==> src/rtl/icyc_pkg.sv <==
package icyc_pkg;

   localparam int OPC_W = 4;

   localparam logic [OPC_W-1:0] OPC_LOAD   = 4'd1;
   localparam logic [OPC_W-1:0] OPC_ADD    = 4'd2;
   localparam logic [OPC_W-1:0] OPC_INT_ON = 4'd3;

   typedef enum logic [3:0] {
      ST_F_ADDR,
      ST_F_READ,
      ST_F_DECODE,
      ST_I_ADDR,
      ST_I_READ,
      ST_X_ADDR,
      ST_X_READ,
      ST_BOUNDARY,
      ST_SAVE_WRITE
   } cyc_state_t;

   typedef struct packed {
      logic mar_from_pc;
      logic mar_from_field;
      logic mar_from_save;
      logic mbr_from_mem;
      logic mbr_from_pc;
      logic ir_from_mbr;
      logic pc_step;
      logic pc_from_handler;
      logic acc_load;
      logic acc_add;
      logic ien_set;
      logic ien_clear;
   } xfer_t;

endpackage

==> src/rtl/icyc_ctrl.sv <==
module icyc_ctrl
   import icyc_pkg::*;
(
   input  logic             clk,
   input  logic             rst_n,
   input  logic             mem_ready,
   input  logic             irq,
   input  logic             ien,
   input  logic             ind_flag,
   input  logic [OPC_W-1:0] opc,
   output xfer_t            xfer,
   output logic             rd_strobe,
   output logic             wr_strobe,
   output logic             instr_done,
   output logic             fetch_read
);

   cyc_state_t st, st_nxt;
   logic       uses_operand;

   assign uses_operand = (opc == OPC_LOAD) || (opc == OPC_ADD);
   assign fetch_read   = (st == ST_F_READ);

   always_ff @(posedge clk) begin
      if (!rst_n) st <= ST_F_ADDR;
      else        st <= st_nxt;
   end

   always_comb begin
      xfer       = '0;
      rd_strobe  = 1'b0;
      wr_strobe  = 1'b0;
      instr_done = 1'b0;
      st_nxt     = st;
      case (st)
         ST_F_ADDR: begin
            xfer.mar_from_pc = 1'b1;
            st_nxt = ST_F_READ;
         end
         ST_F_READ: begin
            rd_strobe = 1'b1;
            if (mem_ready) begin
               xfer.mbr_from_mem = 1'b1;
               xfer.pc_step      = 1'b1;
               st_nxt = ST_F_DECODE;
            end
         end
         ST_F_DECODE: begin
            xfer.ir_from_mbr = 1'b1;
            st_nxt = ind_flag ? ST_I_ADDR : ST_X_ADDR;
         end
         ST_I_ADDR: begin
            xfer.mar_from_field = 1'b1;
            st_nxt = ST_I_READ;
         end
         ST_I_READ: begin
            rd_strobe = 1'b1;
            if (mem_ready) begin
               xfer.mbr_from_mem = 1'b1;
               st_nxt = ST_X_ADDR;
            end
         end
         ST_X_ADDR: begin
            if (uses_operand) begin
               xfer.mar_from_field = 1'b1;
               st_nxt = ST_X_READ;
            end else begin
               xfer.ien_set = (opc == OPC_INT_ON);
               st_nxt = ST_BOUNDARY;
            end
         end
         ST_X_READ: begin
            rd_strobe = 1'b1;
            if (mem_ready) begin
               xfer.mbr_from_mem = 1'b1;
               xfer.acc_load     = (opc == OPC_LOAD);
               xfer.acc_add      = (opc == OPC_ADD);
               st_nxt = ST_BOUNDARY;
            end
         end
         ST_BOUNDARY: begin
            instr_done = 1'b1;
            if (ien && irq) begin
               xfer.mbr_from_pc   = 1'b1;
               xfer.mar_from_save = 1'b1;
               xfer.ien_clear     = 1'b1;
               st_nxt = ST_SAVE_WRITE;
            end else begin
               st_nxt = ST_F_ADDR;
            end
         end
         ST_SAVE_WRITE: begin
            wr_strobe = 1'b1;
            if (mem_ready) begin
               xfer.pc_from_handler = 1'b1;
               st_nxt = ST_F_ADDR;
            end
         end
         default: st_nxt = ST_F_ADDR;
      endcase
   end

   // an access left unanswered is still pending in the next cycle
   a_r5_read_held: assert property (@(posedge clk) disable iff (!rst_n)
      (rd_strobe && !mem_ready) |=> rd_strobe);
   a_r5_write_held: assert property (@(posedge clk) disable iff (!rst_n)
      (wr_strobe && !mem_ready) |=> wr_strobe);
   // a boundary without a taken entry goes straight back to fetch
   a_r6_boundary_exit: assert property (@(posedge clk) disable iff (!rst_n)
      (instr_done && !(ien && irq)) |=> (st == ST_F_ADDR));

endmodule

==> src/rtl/icyc_regs.sv <==
module icyc_regs
   import icyc_pkg::*;
#(
   parameter int          DATA_W       = 16,
   parameter int          ADDR_W       = 11,
   parameter int unsigned SAVE_ADDR    = 'h0FF,
   parameter int unsigned HANDLER_ADDR = 'h100
) (
   input  logic              clk,
   input  logic              rst_n,
   input  xfer_t             xfer,
   input  logic [DATA_W-1:0] mem_rdata,
   output logic [ADDR_W-1:0] pc,
   output logic [ADDR_W-1:0] mar,
   output logic [DATA_W-1:0] mbr,
   output logic [DATA_W-1:0] ir,
   output logic [DATA_W-1:0] acc,
   output logic              ien
);

   localparam int               PAD_W     = DATA_W - ADDR_W;
   localparam logic [ADDR_W-1:0] SAVE_A    = ADDR_W'(SAVE_ADDR);
   localparam logic [ADDR_W-1:0] HANDLER_A = ADDR_W'(HANDLER_ADDR);

   always_ff @(posedge clk) begin
      if (!rst_n) begin
         pc  <= '0;
         mar <= '0;
         mbr <= '0;
         ir  <= '0;
         acc <= '0;
         ien <= 1'b0;
      end else begin
         if (xfer.pc_step)              pc <= pc + 1'b1;
         else if (xfer.pc_from_handler) pc <= HANDLER_A;

         if (xfer.mar_from_pc)         mar <= pc;
         else if (xfer.mar_from_field) mar <= mbr[ADDR_W-1:0];
         else if (xfer.mar_from_save)  mar <= SAVE_A;

         if (xfer.mbr_from_mem)     mbr <= mem_rdata;
         else if (xfer.mbr_from_pc) mbr <= {{PAD_W{1'b0}}, pc};

         if (xfer.ir_from_mbr) ir <= mbr;

         if (xfer.acc_load)     acc <= mem_rdata;
         else if (xfer.acc_add) acc <= acc + mem_rdata;

         if (xfer.ien_clear)    ien <= 1'b0;
         else if (xfer.ien_set) ien <= 1'b1;
      end
   end

   // the saved word is the PC value of the instruction boundary
   a_r7_saved_pc: assert property (@(posedge clk) disable iff (!rst_n)
      xfer.mbr_from_pc |=> (mbr[ADDR_W-1:0] == $past(pc)));

endmodule

==> src/rtl/icyc_seq.sv <==
module icyc_seq
   import icyc_pkg::*;
#(
   parameter int          DATA_W       = 16,
   parameter int          ADDR_W       = 11,
   parameter int unsigned SAVE_ADDR    = 'h0FF,
   parameter int unsigned HANDLER_ADDR = 'h100
) (
   input  logic              clk,
   input  logic              rst_n,
   output logic [ADDR_W-1:0] mem_addr,
   output logic              mem_rd,
   output logic              mem_wr,
   output logic [DATA_W-1:0] mem_wdata,
   input  logic [DATA_W-1:0] mem_rdata,
   input  logic              mem_ready,
   input  logic              irq,
   output logic              instr_done_o,
   output logic [ADDR_W-1:0] pc_o,
   output logic [DATA_W-1:0] acc_o,
   output logic              int_en_o
);

   localparam int IND_BIT = ADDR_W;
   localparam int OPC_LSB = ADDR_W + 1;

   generate
      if (DATA_W != OPC_W + 1 + ADDR_W) begin : g_bad_word
         $error("word width must hold opcode, indirect flag and address field");
      end
      if (SAVE_ADDR >= (1 << ADDR_W) || HANDLER_ADDR >= (1 << ADDR_W)) begin : g_bad_vec
         $error("save and handler addresses must fit the address field");
      end
   endgenerate

   xfer_t             xfer;
   logic [ADDR_W-1:0] pc, mar;
   logic [DATA_W-1:0] mbr, ir, acc;
   logic              ien, fetch_read;

   icyc_ctrl u_ctrl (
      .clk        (clk),
      .rst_n      (rst_n),
      .mem_ready  (mem_ready),
      .irq        (irq),
      .ien        (ien),
      .ind_flag   (mbr[IND_BIT]),
      .opc        (ir[DATA_W-1:OPC_LSB]),
      .xfer       (xfer),
      .rd_strobe  (mem_rd),
      .wr_strobe  (mem_wr),
      .instr_done (instr_done_o),
      .fetch_read (fetch_read)
   );

   icyc_regs #(
      .DATA_W       (DATA_W),
      .ADDR_W       (ADDR_W),
      .SAVE_ADDR    (SAVE_ADDR),
      .HANDLER_ADDR (HANDLER_ADDR)
   ) u_regs (
      .clk       (clk),
      .rst_n     (rst_n),
      .xfer      (xfer),
      .mem_rdata (mem_rdata),
      .pc        (pc),
      .mar       (mar),
      .mbr       (mbr),
      .ir        (ir),
      .acc       (acc),
      .ien       (ien)
   );

   assign mem_addr  = mar;
   assign mem_wdata = mbr;
   assign pc_o      = pc;
   assign acc_o     = acc;
   assign int_en_o  = ien;

   // strobes exclusive, address stable while waiting
   a_r5_one_strobe: assert property (@(posedge clk) disable iff (!rst_n)
      !(mem_rd && mem_wr));
   a_r5_addr_stable: assert property (@(posedge clk) disable iff (!rst_n)
      ((mem_rd || mem_wr) && !mem_ready) |=> $stable(mem_addr));
   // the fetch read goes to the current PC
   a_r2_fetch_at_pc: assert property (@(posedge clk) disable iff (!rst_n)
      fetch_read |-> (mem_addr == pc_o));
   // a write can only start right after an enabled boundary
   a_r6_entry_gated: assert property (@(posedge clk) disable iff (!rst_n)
      $rose(mem_wr) |-> ($past(instr_done_o) && $past(int_en_o)));
   // the save write targets the fixed location with enable cleared
   a_r7_save_target: assert property (@(posedge clk) disable iff (!rst_n)
      mem_wr |-> ((mem_addr == ADDR_W'(SAVE_ADDR)) && !int_en_o));
   a_r7_handler_pc: assert property (@(posedge clk) disable iff (!rst_n)
      (mem_wr && mem_ready) |=> (pc_o == ADDR_W'(HANDLER_ADDR)));

endmodule

==> config.mk <==
export PLATFORM = sky130hd
export DESIGN_NAME = icyc_seq
export DESIGN_NICKNAME = d
export VERILOG_FILES = /design/src/rtl/icyc_pkg.sv /design/src/rtl/icyc_ctrl.sv /design/src/rtl/icyc_regs.sv /design/src/rtl/icyc_seq.sv
export SDC_FILE = /design/constraint.sdc
export NUM_CORES = 1
export LEC_CHECK = 0
export BUFFER_PORTS_ARGS = -buffer_cell sky130_fd_sc_hd__clkbuf_2
export CORE_MARGIN = 8
export CORE_UTILIZATION = 45
export DETAILED_ROUTE_END_ITERATION = 6
export GPL_TIMING_DRIVEN = 0
export HOLD_SLACK_MARGIN = 0.15
export PLACE_DENSITY_LB_ADDON = 0.3
export SLEW_MARGIN = 20
export SYNTH_ARGS = -nofsm -noshare
export SYNTH_HDL_FRONTEND = slang
export SYNTH_SLANG_ARGS = --single-unit
==> constraint.sdc <==
create_clock -name clk -period 7.6 [get_ports clk]
set_clock_uncertainty 0.05 [all_clocks]
set_input_delay 1.52 -clock clk [delete_from_list [all_inputs] [get_ports clk]]
set_output_delay 1.52 -clock clk [all_outputs]
set_load 0.02 [all_outputs]
* Word-level counts from Yosys, hierarchy flattened
Cells that the tools add are included.
Widths: inputs -> output; s select.
** Storage, ports and cells
- Register bits after elaboration :: 75
- Input bits :: 20
- Output and inout port bits :: 58
- Word-level logic and storage cells :: 69
** Cells by class
- Add/sub/neg operators :: 2
- Eq/ne operators :: 15
- Muxes and demuxes :: 34
- Bitwise operators :: 1
- Reduce and logical (&&, ||, !) cells :: 10
** Operators with widths (count)
- $mux 16 :: 4
- $mux 11 :: 5
- $pmux 4 s9 :: 1
- $mux 4 :: 5
- $add 16x16->16 :: 1
- $eq 4x2->1 const B :: 4
- $eq 4x3->1 const B :: 4
- $mux 1 :: 15
- $add 11x1->11 const B :: 1
- $eq 4x1->1 const B :: 2
- $ne 2x2->1 const B :: 4
- $reduce_bool 2->1 :: 3
- $eq 4x4->1 const B :: 1
- $logic_not 4->1 :: 1
- $mux 2 :: 2
- $reduce_and 4->1 :: 1
- $mux 3 :: 1
- $reduce_bool 3->1 :: 1
- $reduce_or 3->1 :: 1
- $pmux 1 s2 :: 1
- $reduce_or 2->1 :: 1
- $logic_and 1x1->1 :: 1
- $logic_or 1x1->1 :: 1
- $not 1->1 :: 1

* Longest topological paths before layout
Gate-level depths: netlist of run 1.
- Depth in word-level cells :: 6
- Mapped depth :: 8
- Gate-level depth less buffers :: 8

* Cells and area by module
Synthesis of run 1 repeated with hierarchy kept, for this count alone.
** Second synthesis, totals
- Cells, all modules :: 513
- Area, all modules :: 4169.0 um^2
** Modules (own cells, without submodules)
- icyc_regs :: instances 1, cells an instance 455, area an instance 3777.4 um^2, seq. area each 1421.4 um^2
- icyc_ctrl :: instances 1, cells an instance 58, area an instance 391.6 um^2, seq. area each 80.1 um^2

* Worst setup path before layout of run 1
No wires, ideal clock.
- Path type :: input-to-reg
- Start :: input port mem_rdata[0]
- End :: register u_regs.acc[12]
- Arrival :: 3.367 ns
- Slack :: 4.066 ns
- Stages :: 8
- Buffers on the path :: 0
- Path through :: ha_1 > fa_1 > a21o_1 > a221oi_4 > o21ai_2 > or4_1 > a32oi_1 > nor2_1
** Between the ends
- Longest elaborated chain between the ends :: 3
** Ends and longest elaborated chain
- from (decl) :: RTL line icyc_seq.sv:15 : input logic [DATA_W-1:0] mem_rdata,
- $add 16x16->16 :: RTL line icyc_regs.sv:47 : else if (xfer.acc_add) acc <= acc + mem_rdata;
- $mux 16 :: RTL line icyc_regs.sv:47
- $mux 16 :: RTL line icyc_regs.sv:46 : if (xfer.acc_load) acc <= mem_rdata;
- to (signal assigned) :: RTL line icyc_regs.sv:46
- to (signal assigned) :: RTL line icyc_regs.sv:47
- to (decl) :: RTL line icyc_regs.sv:17 : output logic [DATA_W-1:0] acc,
Every way passes these cells. The select of a mux whose other input is x is not followed.
A chain may end at the register's enable or synchronous reset.

* Worst setup path after layout of run 1
Same ends and word-level chain as after synthesis.

==> summary.txt, run 1 <==
Outcome
  – Status: complete, no violations

Power and ir drop
  – Leakage: 1.94 nW
  – Max VDD drop: 0.0000933 V
  – Pwr Density: 180 nW/um2
  – Tot Pwr: 0.000816 W

CTS
  – Cts repair resizes: 0
  – Root Buffer: clkbuf_8
  – CTS clock-pin slew for the worst setup and hold paths: 0.07 ns
  – H-tree depth: 3
  – Post-CTS setup buffer count: 0
  – Hold buffers post-CTS: 0
  – Clock Path Buffers: 2
  – CTS tree: yes
  – Worst-skew pair later-pin latency: 0.34 ns
  – Clock tree sinks: 63
  – Number of buffers created by CTS: 9

Floorplan
  – Die width: 108 um
  – Core box area: 8220 um2
  – Cell Rows: 33
  – # IOs: 78
  – Die H: 108 um
  – Initial Utilization: 46.2%
  – Die ar.: 11600 um2

Logic synthesis
  – Ys flop type: dfxtp_1
  – Number of flops mapped to enable cells by yosys: 0
  – Synth cell types: 62
  – Async set-or-reset flop fraction in the synthesized netlist: 0%
  – Mapped Cells: 465
  – Post-synth top cells: nand2_1, dfxtp_1, a21oi_1
  – Syn avg cell area: 8.16 um2
  – Cell Area, Synth: 3790 um2
  – FF+latch count, synth: 63
  – Cell with the most instances after synthesis: nand2_1
  – Largest area contributor in the netlist: dfxtp_1
  – Seq/Total Area, Yosys: 33.2%
  – Synth area leaders: dfxtp_1, nand2_1, ha_1, a21oi_1, nand3_1
  – Yosys top cell area share: 33.2%
  – Syn_nets: 502
  – Synthesis Warnings: 0

Worst hold path
  – Hold Crit Class: reg -> reg
  – Worst Min Path Start: u_regs.mbr[3]

Worst setup path
  – Worst setup startpoint: mem_rdata[0]
  – Critical path class: in -> reg
  – Worst-path cell chain: clkbuf_2, ha_1, fa_1, a21o_1, a221oi_4, o21ai_2, or4_1, a32oi_1, nor2_1
  – Critical path required time: 7.78 ns
  – Crit path DAT: 3.72 ns
  – Startpoint types: input port
  – Max FO, Critical Path: 4
  – Worst r2r src: u_regs.acc[0]
  – Crit-path slowest cell: or4_1
  – CP max stage delay: 0.42 ns
  – Crit end category: flip-flop

Cells and area
  – Non-Filler Instances: 662
  – Fill cells: 789
  – Multi-input logic area: 2370 um2
  – Diodes inserted: 0
  – FF/Latch Area: 1260 um2
  – Area added between synthesis and finish: 19.5%
  – NumNets Final: 589
  – Layout cells sized above 1: 22.3%

STA
  – Min Tclk post-route: 3.54 ns
  – RSZ-0062 raised after global routing: false
  – Final period utilization: 46.6%
  – Final setup viols: 0
  – Fin Hold WS: 0.428 ns
  – Final Slew Violations: 0
  – Max-slew headroom: 43.7%
  – Final setup margin: 4.06 ns
  – Setup TNS: 0 ns
  – Slew @ Worst Pin: 0.837 ns
  – Fmax: 282 MHz
  – Hold Fails Final Rpt: 0

Route
  – Antenna viol nets, final: 0
  – # DRC: 0
  – DRT Wirelength: 11700 um
  – WL/cell: 17.6 um
  – Pre-Repair DR Iteration Count: 4
  – Vias: 3935
  – Iter 0 DRT Violations: 237
  – Vias per inst: 5.94

Placement
  – Setup WS pre-CTS: 3.73 ns
  – Placed cells: 646
  – GPL Wtd Cong: 0.963
  – # port buffers: 76
  – DP Wirelength: 8900 um

Global route
  – GRT overflow: 0
  – Initial antenna violation count: 0
  – Overall global routing resource usage: 20.7%
  – Largest net degree at the start of global routing: 14
  – First-pass GRT wire length: 19400 um
  – Vias in the first global route: 3952

Flow run
  – Max cap viols: 0
[worst paths after layout]
path                         end  slack, ns  cells after the start
hold / removal     u_regs.mbr[3]       0.43                      2
setup / recovery  u_regs.acc[12]       4.06                      9
setup reg to reg  u_regs.acc[12]       5.02                      8
hold reg to reg    u_regs.mbr[3]       0.43                      2
[through the flow]
step                      util [%]  cell area, um2
after floorplan                  -            3790
after global placement        52.4            4310
after detailed placement      52.4            4310
after CTS                     55.2            4530
after global routing          55.2            4530
final                         55.2            4530
[critical path, delay by kind of cell]
| family | cells | cell delay (ns) |
|---|---|---|
| AO/OA/AOI/OAI | 4 | 0.94 |
| adder cells (fa/ha/maj) | 2 | 0.66 |
| AND/OR/NAND/NOR | 2 | 0.48 |
| buffers and inverters | 1 | 0.12 |
[state kept, by name (all words and copies together) (netlist names)]
register,cells
u_regs.mar,11
u_regs.ien,1
u_ctrl.st,4
u_regs.mbr,16
u_regs.ir,4
u_regs.acc,16
u_regs.pc,11
[per-layer routing]
layer | GRT usage [%] | vias up | part of all wire, %
met5 | 0 | - | 0
met4 | 5.65 | 0 | 1.2
met3 | 5.27 | 13 | 7.3
met2 | 35.0 | 142 | 49
met1 | 25.3 | 1898 | 43
li1 | - | 1882 | -
[kinds of logic after synthesis]
family / Yosys count / synth area share (%)
multiplexers: 11 / 2.90
adder cells (fa/ha/maj): 17 / 5.80
flip-flops: 63 / 33.2
AND/OR/NAND/NOR: 192 / 26.1
buffers and inverters: 35 / 4.29
XOR/XNOR: 11 / 2.54
AO/OA/AOI/OAI: 136 / 25.2
[layout by cell type (no fill, tap or decap), types with 4 or more instances in the layout]
cell / synthesis / routed
dfxtp_1: 63 / 63
o21ai_0: 17 / 17
nand3_1: 27 / 27
a22oi_1: 12 / 12
ha_1: 16 / 16
nor3_1: 4 / 4
nor2_1: 24 / 24
nand3b_1: 6 / 6
clkbuf_8: 0 / 9
nor2b_1: 8 / 8
o211ai_1: 9 / 9
nand4_1: 7 / 7
nand2b_1: 5 / 5
o311a_1: 9 / 9
a21o_1: 8 / 8
xnor2_1: 8 / 8
nand2_1: 75 / 75
clkbuf_2: 0 / 76
a21boi_0: 8 / 8
and3_1: 5 / 5
and2_1: 9 / 9
mux2i_1: 11 / 11
a21oi_1: 36 / 36
a311oi_1: 4 / 4
clkbuf_1: 11 / 11
a21boi_1: 10 / 10
buf_2: 16 / 16
o221ai_1: 7 / 7
[where the power goes]
group	internal, W	total [W]	switching (W)	leakage [nW]
clock network	0.000189	0.000336	0.000147	0.111
logic	0.0000448	0.000126	0.0000812	1.31
registers	0.000343	0.000355	0.0000118	0.511
[cell type report]
class / count / share of cell area, %
plain buffers: 31 / 3.26
clock buffers: 9 / 2.73
clock inverters: 7 / 2.26
inverters: 4 / 0.331
multi-input cells: 367 / 52.3
flip-flops and latches: 63 / 27.8
well taps: 105 / 2.90
repair buffers: 76 / 8.39
No activity file was read; power rests on OpenSTA's default activity.
==> run 2: changes to the inputs <==
--- a/config.mk
+++ b/config.mk
@@ -5,6 +5,7 @@
 export SDC_FILE = /design/constraint.sdc
 export NUM_CORES = 1
 export LEC_CHECK = 0
+export ABC_AREA = 1
 export BUFFER_PORTS_ARGS = -buffer_cell sky130_fd_sc_hd__clkbuf_2
 export CORE_MARGIN = 8
 export CORE_UTILIZATION = 45
==> constraint.sdc (replaced) <==
create_clock -name clk -period 3.3 [get_ports clk]
set_clock_uncertainty 0.05 [all_clocks]
set_input_delay 0.66 -clock clk [delete_from_list [all_inputs] [get_ports clk]]
set_output_delay 0.66 -clock clk [all_outputs]
set_load 0.02 [all_outputs]
==> summary.txt, run 2 <==
Worst setup path
  – Worst r2r src: u_regs.acc[0]
  – Capture point of the worst reg-to-reg path: u_regs.acc[10]
  – Crit end category: primary output
  – R2R cell count: 12
  – Max FO, Critical Path: 10
  – Startpoint types: flip-flop
  – Crit path DAT: 1.77 ns
  – Flop2flop setup slack: 1.39 ns
  – Critical path class: reg -> out
  – Critical path required time: 2.59 ns

Logic synthesis
  – Cell Area, Synth: 3840 um2
  – Synth Area in Simple Gates: 30.4%
  – Yosys top cell area share: 32.8%
  – Largest family of logic cells by synthesized area: simple AND/OR/NAND/NOR gates
  – Async set-or-reset flop fraction in the synthesized netlist: 0%
  – Syn_nets: 618
  – Post-synth top cells: nand2_1, a21oi_1, inv_1
  – Synth Area in Adders: 5.73%
  – Largest area contributor in the netlist: dfxtp_1
  – Number of flops mapped to enable cells by yosys: 0
  – Cell with the most instances after synthesis: nand2_1
  – FF+latch count, synth: 63
  – Ys flop type: dfxtp_1
  – Compound-Gate Fraction of Synth Area: 20.0%
  – Multiplexer share of the synthesized area: 0%
  – Mapped Cells: 581
  – Seq/Total Area, Yosys: 32.8%
  – Syn avg cell area: 6.61 um2
  – Synth Area in XOR/XNOR: 0.684%
  – Synth cell types: 42
  – Synth area leaders: dfxtp_1, nand2_1, a21oi_1, inv_1, nand3_1
  – Synthesis Warnings: 0

CTS
  – CTS tree: yes
  – Hold buffers post-CTS: 0
  – Clock tree sinks: 63
  – Cts repair resizes: 0
  – Clock Path Buffers: 2
  – Worst-skew pair later-pin latency: 0.34 ns
  – CTS clock-pin slew for the worst setup and hold paths: 0.07 ns
  – Number of buffers created by CTS: 9
  – Root Buffer: clkbuf_8
  – H-tree depth: 3
  – Post-CTS setup buffer count: 0

Route
  – Vias: 4146
  – DRT Wirelength: 11600 um
  – DR WL met3: 903 um
  – # DRC: 0
  – WL/cell: 14.9 um
  – DRT met1 WL: 5090 um
  – Max layer used: met4
  – Vias per inst: 5.33
  – Metal2 WL: 5380 um
  – Pre-Repair DR Iteration Count: 7
  – Iter 0 DRT Violations: 244
  – Antenna viol nets, final: 0

Floorplan
  – Initial Utilization: 46.5%
  – Die H: 108 um
  – Core box area: 8260 um2
  – Die width: 108 um
  – # IOs: 78
  – Die ar.: 11700 um2
  – Cell Rows: 33

Power and ir drop
  – Sw Ratio: 38.0%
  – Flop pwr share: 36.8%
  – Comb pwr share: 33.0%
  – Pwr Density: 561 nW/um2
  – Leakage: 2.26 nW
  – Max VDD drop: 0.000236 V
  – Internal: 0.00159 W
  – Sw power: 0.000976 W
  – Clock power frac: 30.2%

Cells and area
  – NumNets Final: 705
  – Diodes inserted: 0
  – Largest registers: u_regs.acc: 16 flops, u_regs.mbr: 16 flops
  – Area added between synthesis and finish: 19.2%
  – Non-Filler Instances: 778
  – Leading cell types in the layout, fill and taps excluded: nand2_1, clkbuf_2, inv_1, a21oi_1, dfxtp_1
  – Commonest non-fill, non-tap cell in the layout: nand2_1
  – Layout cells sized above 1: 19.5%

Flow run
  – Max cap viols: 0

Placement
  – DP Wirelength: 9090 um
  – GPL Wtd Cong: 0.927
  – Placed cells: 762
  – # port buffers: 76

Global route
  – GRT overflow: 0
  – Largest net degree at the start of global routing: 11
  – Overall global routing resource usage: 20.1%
  – Vias in the first global route: 3940
  – Initial antenna violation count: 0
  – First-pass GRT wire length: 18800 um

Worst hold path
  – Hold worst-path end: u_regs.mar[9]
  – Hold Crit Class: reg -> reg
  – Worst Min Path Start: u_regs.mar[9]
  – WHS Path Cells: 2

STA
  – Max-slew headroom: 57.1%
  – Hold Fails Final Rpt: 0
  – Slew @ Worst Pin: 0.644 ns
  – Min Tclk post-route: 2.48 ns
  – Fmax: 403 MHz
  – Final Slew Violations: 0
  – Final period utilization: 75.3%
  – Setup TNS: 0 ns
  – RSZ-0062 raised after global routing: false
  – Final setup viols: 0

Outcome
  – Status: complete, no violations
[run 2: worst max-delay path, stage by stage, from the launching register on]
cell and delay, ns:
dfxtp_1 0.49, nand2_2 0.16, o21ai_2 0.28, buf_2 0.27, clkbuf_2 0.22
[run 2: final cells by class]
class	instances	area (um2)
Buffer	17	104
Clock buffer	13	159
Clock inverter	3	65.1
Fill cell	860	3680
Inverter	78	294
Multi-Input combinational cell	423	2180
Sequential cell	63	1260
Tap cell	105	131
Timing Repair Buffer	76	380
[run 2: worst max path at each step]
| stage | from | to | cells after the start |
|---|---|---|---|
| floorplan | mem_rdata[0] | u_regs.acc[14] | 12 |
| CTS | u_ctrl.st[2] | mem_rd | 4 |
| detailed placement | mem_rdata[0] | u_regs.acc[10] | 13 |
| global route | u_ctrl.st[2] | mem_rd | 4 |
| global placement | mem_rdata[0] | u_regs.acc[10] | 13 |
| finish | u_ctrl.st[2] | mem_rd | 4 |
[run 2: power by group through the flow]
stage	clock, W	sequential (W)	combinational [W]
floorplan	0	0.00104	0.000500
global placement	0	0.000957	0.000824
detailed placement	0	0.000962	0.000839
CTS	0.000784	0.000945	0.000843
global route	0.000824	0.000958	0.000937
finish	0.000776	0.000946	0.000847
[run 2: per-layer routing]
metal | up-vias | global-route usage [%]
met3 | 17 | 5.29
li1 | 2084 | -
met2 | 160 | 33.2
met5 | - | 0
met1 | 1885 | 24.6
met4 | 0 | 7.23
[run 2: through the flow]
step                power [W]  setup WS, ns  utilization, %  hold WS [ns]  cell area, um2
detailed placement    0.00180         0.903            52.7         0.406            4350
global placement      0.00178         0.929            52.7         0.401            4350
floorplan             0.00154          1.25               -         0.391            3840
finish                0.00257         0.816            55.4         0.414            4580
global route          0.00272         0.722            55.4         0.437            4580
CTS                   0.00257         0.839            55.4         0.415            4580
[run 2: cell families after synthesis]
logic type      count (synthesis)
compound gates                139
xor+xnor                        3
fa+ha+maj                      17
simple gates                  264
buf+inv                        95
flops                          63
